`src/rtl/smi_regs_pkg.sv`:
```
package smi_regs_pkg;
  // Register selector within the index window; order is part of the map.
  typedef enum logic [1:0] {
    SEL_STAT_PRI = 2'd0,
    SEL_STAT_SEC = 2'd1,
    SEL_EN_PRI   = 2'd2,
    SEL_EN_SEC   = 2'd3
  } reg_sel_e;

  localparam int WINDOW_REGS = 4;
  localparam int SEC_USED    = 2;  // external + software
endpackage

```
`src/rtl/smi_src_merge.sv`:
```
module smi_src_merge #(
  parameter int REG_W = 8
) (
  input  logic [REG_W-1:0] src_pulse,
  input  logic [1:0]       ext_pin,
  output logic [REG_W-2:0] set_pri,
  output logic [REG_W-1:0] set_sec
);
  localparam int PRI_W = REG_W - 1;

  // Primary sources map one to one.
  for (genvar i = 0; i < PRI_W; i++) begin : g_pri
    assign set_pri[i] = src_pulse[i];
  end

  // Secondary: bit 0 external (either pin), bit 1 software, rest unused.
  for (genvar j = 0; j < REG_W; j++) begin : g_sec
    if (j == 0) begin : g_ext
      assign set_sec[j] = |ext_pin;
    end else if (j == 1) begin : g_sw
      assign set_sec[j] = src_pulse[REG_W-1];
    end else begin : g_zero
      assign set_sec[j] = 1'b0;
    end
  end
endmodule

```
`src/rtl/smi_w1c_reg.sv`:
```
module smi_w1c_reg #(
  parameter int         W    = 8,
  parameter logic [W-1:0] MASK = '1
) (
  input  logic         clk,
  input  logic         rst_n,
  input  logic [W-1:0] set_i,
  input  logic         wr_i,
  input  logic [W-1:0] wdata_i,
  output logic [W-1:0] q_o
);
  logic [W-1:0] clr;
  logic [W-1:0] q_next;

  always_comb begin
    clr    = wr_i ? wdata_i : '0;
    // set applied after clear so a simultaneous set survives
    q_next = ((q_o & ~clr) | set_i) & MASK;
  end

  always_ff @(posedge clk or negedge rst_n) begin
    if (!rst_n) q_o <= '0;
    else        q_o <= q_next;
  end

  a_r5_set_wins: assert property (@(posedge clk) disable iff (!rst_n)
    ((set_i & MASK) != '0) |=> ((q_o & $past(set_i & MASK)) == $past(set_i & MASK)));

  a_r4_clears: assert property (@(posedge clk) disable iff (!rst_n)
    wr_i |=> ((q_o & $past(wdata_i & ~set_i)) == '0));

  a_r4_holds: assert property (@(posedge clk) disable iff (!rst_n)
    (!wr_i && set_i == '0) |=> $stable(q_o));
endmodule

```
`src/rtl/smi_en_reg.sv`:
```
module smi_en_reg #(
  parameter int           W    = 8,
  parameter logic [W-1:0] MASK = '1
) (
  input  logic         clk,
  input  logic         rst_n,
  input  logic         wr_i,
  input  logic [W-1:0] wdata_i,
  output logic [W-1:0] q_o
);
  always_ff @(posedge clk or negedge rst_n) begin
    if (!rst_n)    q_o <= '0;
    else if (wr_i) q_o <= wdata_i & MASK;
  end

  a_r7_write_lands: assert property (@(posedge clk) disable iff (!rst_n)
    wr_i |=> (q_o == ($past(wdata_i) & MASK)));

  a_r7_idle_stable: assert property (@(posedge clk) disable iff (!rst_n)
    !wr_i |=> $stable(q_o));
endmodule

```
`src/rtl/smi_irq_out.sv`:
```
module smi_irq_out #(
  parameter int REG_W = 8
) (
  input  logic             clk,
  input  logic             rst_n,
  input  logic [REG_W-2:0] stat_pri,
  input  logic [REG_W-2:0] en_pri,
  input  logic [REG_W-1:0] stat_sec,
  input  logic [REG_W-1:0] en_sec,
  input  logic             glob_en,
  output logic             smi_n_o
);
  logic pending;

  always_comb pending = (|(stat_pri & en_pri)) | (|(stat_sec & en_sec));

  always_ff @(posedge clk or negedge rst_n) begin
    if (!rst_n) smi_n_o <= 1'b1;
    else        smi_n_o <= ~(glob_en & pending);
  end

  a_r9_gen_off_high: assert property (@(posedge clk) disable iff (!rst_n)
    !glob_en |=> smi_n_o);

  a_r8_nothing_high: assert property (@(posedge clk) disable iff (!rst_n)
    (stat_pri == '0 && stat_sec == '0) |=> smi_n_o);
endmodule

```
`src/rtl/smi_regs.sv`:
```
module smi_regs
  import smi_regs_pkg::*;
#(
  parameter int         REG_W    = 8,
  parameter logic [7:0] IDX_BASE = 8'h90
) (
  input  logic             clk,
  input  logic             rst_n,
  input  logic [REG_W-1:0] src_pulse,
  input  logic [1:0]       ext_pin,
  input  logic             reg_wr,
  input  logic [7:0]       reg_idx,
  input  logic [REG_W-1:0] reg_wdata,
  output logic [REG_W-1:0] reg_rdata,
  output logic             smi_n
);
  localparam int               PRI_W    = REG_W - 1;
  localparam logic [REG_W-1:0] SEC_MASK = REG_W'((1 << SEC_USED) - 1);

  logic [PRI_W-1:0] set_pri;
  logic [REG_W-1:0] set_sec;
  logic [PRI_W-1:0] stat_pri_q;
  logic [REG_W-1:0] stat_sec_q;
  logic [REG_W-1:0] en_pri_q;
  logic [REG_W-1:0] en_sec_q;

  logic [7:0] offs;
  logic       hit;
  reg_sel_e   sel;
  logic       wr_sp, wr_ss, wr_ep, wr_es;

  // Index decode
  always_comb begin
    offs  = reg_idx - IDX_BASE;
    hit   = (offs < 8'(WINDOW_REGS));
    sel   = reg_sel_e'(offs[1:0]);
    wr_sp = reg_wr && hit && (sel == SEL_STAT_PRI);
    wr_ss = reg_wr && hit && (sel == SEL_STAT_SEC);
    wr_ep = reg_wr && hit && (sel == SEL_EN_PRI);
    wr_es = reg_wr && hit && (sel == SEL_EN_SEC);
  end

  smi_src_merge #(.REG_W(REG_W)) u_merge (
    .src_pulse (src_pulse),
    .ext_pin   (ext_pin),
    .set_pri   (set_pri),
    .set_sec   (set_sec)
  );

  smi_w1c_reg #(.W(PRI_W), .MASK('1)) u_stat_pri (
    .clk     (clk),
    .rst_n   (rst_n),
    .set_i   (set_pri),
    .wr_i    (wr_sp),
    .wdata_i (reg_wdata[PRI_W-1:0]),
    .q_o     (stat_pri_q)
  );

  smi_w1c_reg #(.W(REG_W), .MASK(SEC_MASK)) u_stat_sec (
    .clk     (clk),
    .rst_n   (rst_n),
    .set_i   (set_sec),
    .wr_i    (wr_ss),
    .wdata_i (reg_wdata),
    .q_o     (stat_sec_q)
  );

  smi_en_reg #(.W(REG_W), .MASK('1)) u_en_pri (
    .clk     (clk),
    .rst_n   (rst_n),
    .wr_i    (wr_ep),
    .wdata_i (reg_wdata),
    .q_o     (en_pri_q)
  );

  smi_en_reg #(.W(REG_W), .MASK(SEC_MASK)) u_en_sec (
    .clk     (clk),
    .rst_n   (rst_n),
    .wr_i    (wr_es),
    .wdata_i (reg_wdata),
    .q_o     (en_sec_q)
  );

  smi_irq_out #(.REG_W(REG_W)) u_irq (
    .clk      (clk),
    .rst_n    (rst_n),
    .stat_pri (stat_pri_q),
    .en_pri   (en_pri_q[PRI_W-1:0]),
    .stat_sec (stat_sec_q),
    .en_sec   (en_sec_q),
    .glob_en  (en_pri_q[REG_W-1]),
    .smi_n_o  (smi_n)
  );

  // Read mux; the primary status top bit is the secondary summary.
  always_comb begin
    reg_rdata = '0;
    if (hit) begin
      unique case (sel)
        SEL_STAT_PRI: reg_rdata = {(|stat_sec_q), stat_pri_q};
        SEL_STAT_SEC: reg_rdata = stat_sec_q;
        SEL_EN_PRI:   reg_rdata = en_pri_q;
        SEL_EN_SEC:   reg_rdata = en_sec_q;
        default:      reg_rdata = '0;
      endcase
    end
  end

  a_r10_miss_ignored: assert property (@(posedge clk) disable iff (!rst_n)
    (reg_wr && !hit) |=> ($stable(en_pri_q) && $stable(en_sec_q)));

  a_r8_enabled_low: assert property (@(posedge clk) disable iff (!rst_n)
    (en_pri_q[REG_W-1] && ((stat_pri_q & en_pri_q[PRI_W-1:0]) != '0)) |=> !smi_n);

  a_r11_low_has_cause: assert property (@(posedge clk) disable iff (!rst_n)
    !smi_n |-> ($past(stat_pri_q) != '0 || $past(stat_sec_q) != '0));
endmodule

```
`config.mk`:
```
export PLATFORM = sky130hd
export DESIGN_NAME = smi_regs
export DESIGN_NICKNAME = d
export VERILOG_FILES = /design/src/rtl/smi_regs_pkg.sv /design/src/rtl/smi_src_merge.sv /design/src/rtl/smi_w1c_reg.sv /design/src/rtl/smi_en_reg.sv /design/src/rtl/smi_irq_out.sv /design/src/rtl/smi_regs.sv
export SDC_FILE = /design/constraint.sdc
export NUM_CORES = 1
export LEC_CHECK = 0
export CAP_MARGIN = 40
export CORE_UTILIZATION = 41
export CTS_CLUSTER_DIAMETER = 100
export DETAILED_ROUTE_END_ITERATION = 8
export GPL_ROUTABILITY_DRIVEN = 0
export PLACE_DENSITY = 0.76
export SYNTH_ARGS = -nofsm -noshare
export SYNTH_HDL_FRONTEND = slang
export SYNTH_HIERARCHICAL = 1
export SYNTH_SLANG_ARGS = --single-unit
```
`constraint.sdc`:
```
create_clock -name clk -period 1.65 [get_ports clk]
set_clock_uncertainty 0.1 [all_clocks]
set_input_delay 0.33 -clock clk [delete_from_list [all_inputs] [get_ports clk]]
set_output_delay 0.33 -clock clk [all_outputs]
set_load 0.1 [all_outputs]
```
==> out/summary.txt <==
Max cap viols -> 0
Worst path arrival time -> 1.66 ns
Clk pwr share -> 0.241
CTS root buf -> clkbuf_4
Final slew viol count -> 0
CTS sink cnt -> 20
Mapped Avg Cell Area -> 11.74 um^2
Layout area overhead -> 58.76%
HPWL after DPL -> 2397 um
Setup CP Type -> reg2out
Fmax -> 0.4785 GHz
FF+latch area -> 501.7 um^2
Post-layout min period -> 2.090 ns
Mapped Cells -> 115
Vias per inst -> 4.938
Fillers -> 231
Initial antenna violation count -> 0
Switching share of power -> 0.2643
Htree depth -> 1
Worst EP required -> 1.22 ns
First-pass GRT wire length -> 5664 um
Pre-antenna DRT Iters -> 4
Die area -> 3526 um^2
Core area -> 3078 um^2
Hold Violations, Final -> 0
Critical path launch point type -> flop
Clk_lat worst skew -> 0.30 ns
Row cnt -> 20
Maximum number of pins on one net before global-route repair -> 21
Gr usage total -> 0.2231
Pint -> 751.1 uW
Psw -> 269.9 uW
Synth warn -> 6
Tcrit/Tclk final -> 1.267
Io pins -> 38
Status -> complete, but fails checks
Multi-input logic area -> 788.3 um^2
Num CTS Buffers -> 3
Placed cell area -> 1944 um^2
Setup violations, final -> 8
Placement Setup Slack -> -0.7159 ns
Initial core utilization -> 0.4386
IO buf count -> 37
RSZ-0062 raised after global routing -> true
PwrDens -> 476.4 nW/um^2
Critical Path Max Stage Delay -> 0.50 ns
DR iter-0 viols -> 15
Number of global-route vias before repair -> 1202
Nets -> 210
Share of layout cells above drive strength 1 -> 0.5000
Sequential power share -> 0.502
Diode count -> 0
Leak -> 0.9078 nW
Gate power share -> 0.257
Final worst setup slack -> -0.4401 ns
Grt ovf -> 0
Chip Width -> 59.38 um
WL/cell -> 14.98 um
Finished Cell Area -> 2143 um^2
Final wirelength -> 3355 um
Synthesized area -> 1350 um^2
Final hold slack -> 0.2563 ns
CTS tree -> built
DRC -> 0
Worst-path fanout max -> 2
Die height -> 59.38 um
CP max-delay cell -> or4_4
HP Class -> in2async
Worst IR Drop VDD -> 0.3183 mV
Antenna-violating nets left -> 0
Failing checks -> negative setup slack
Hold-fix buffers at CTS -> 0
Vias -> 1106
Power, Total -> 1.021 mW
Clock buffer depth -> 2
Critical path cell sequence -> or4_4 -> nor4_4 -> a2111oi_4 -> buf_12
Clk slew on worst S/H paths -> 0.11 ns
Final core utilization -> 0.6963
CP Capture Type -> output pin
## sequential cells by signal, indices dropped and copies added (netlist names)
register,count
u_en_pri/q_o,8
u_irq/smi_n_o,1
u_en_sec/q_o,2
u_stat_pri/q_o,7
u_stat_sec/q_o,2
## path summary, 6_finish.rpt
path	start	end	slack (ns)	depth (start not counted)
min reg2reg	u_en_pri/q_o[7]$_DFFE_PN0P_	u_irq/smi_n_o$_DFF_PN1_	0.40	1
min in group clk	u_en_pri/q_o[7]$_DFFE_PN0P_	u_irq/smi_n_o$_DFF_PN1_	0.40	1
max in group asynchronous	rst_n	u_irq/smi_n_o$_DFF_PN1_	0.92	2
max reg2reg	u_stat_pri/q_o[5]$_DFF_PN0_	u_irq/smi_n_o$_DFF_PN1_	0.23	5
min	rst_n	u_stat_pri/q_o[2]$_DFF_PN0_	0.26	2
max	u_stat_sec/q_o[0]$_DFF_PN0_	reg_rdata[7]	-0.44	4
## area by class of cell
cell class | instances | share of cell area
flip-flops and latches | 20 | 0.2341
well taps | 44 | 0.02569
multi-input cells | 78 | 0.3678
inverters | 3 | 0.005254
repair buffers | 75 | 0.3549
clock buffers | 4 | 0.01226
## stage by stage
stage	cells	TNS (ns)
after floorplan	125	-5.444
after global placement	203	-14.46
after detailed placement	203	-15.22
after CTS	219	-2.545
after global routing	224	-3.210
final	224	-2.331
## layout by cell type, fill, tap and decap left out, drive strengths merged, types with 3 or more instances in the layout
| cell type | n |
|---|---|
| buf | 52 |
| clkdlybuf4s50 | 20 |
| dfrtp | 19 |
| conb | 12 |
| mux2 | 10 |
| nand2 | 9 |
| a21o | 9 |
| mux4 | 7 |
| nor2b | 7 |
| a22oi | 6 |
| nor4 | 5 |
| clkbuf | 5 |
| inv | 3 |
## power by group through the flow
stage | combinational (mW) | sequential (mW) | clock, mW
3_5_place_dp | 0.233 | 0.523 | 0
6_report | 0.263 | 0.513 | 0.246
5_1_grt | 0.281 | 0.514 | 0.279
3_3_place_gp | 0.226 | 0.523 | 0
2_1_floorplan | 0.142 | 0.528 | 0
4_1_cts | 0.252 | 0.513 | 0.261
## what timing repair did
| action | in CTS | in global routing |
|---|---|---|
| cloned | 1 | 0 |
| pin swaps | 6 | 1 |
| endpoints found under the setup margin | 27 | 25 |
| resized for setup | 41 | 3 |
| setup buffers | 11 | 5 |
## worst max-delay path, delay by kind of cell (launching register included)
family | cells | cell delay [ns]
AO/OA/AOI/OAI | 1 | 0.07
AND/OR/NAND/NOR | 2 | 0.69
buffers and inverters | 1 | 0.19
flip-flops | 1 | 0.40
## routing by layer
layer  part of all wire  track usage
met1               0.39       0.2595
met2               0.55       0.4093
met3              0.043      0.04585
met4              0.016      0.06463
met5                  0            0
Note: power is estimated with default switching activity, not from simulation.
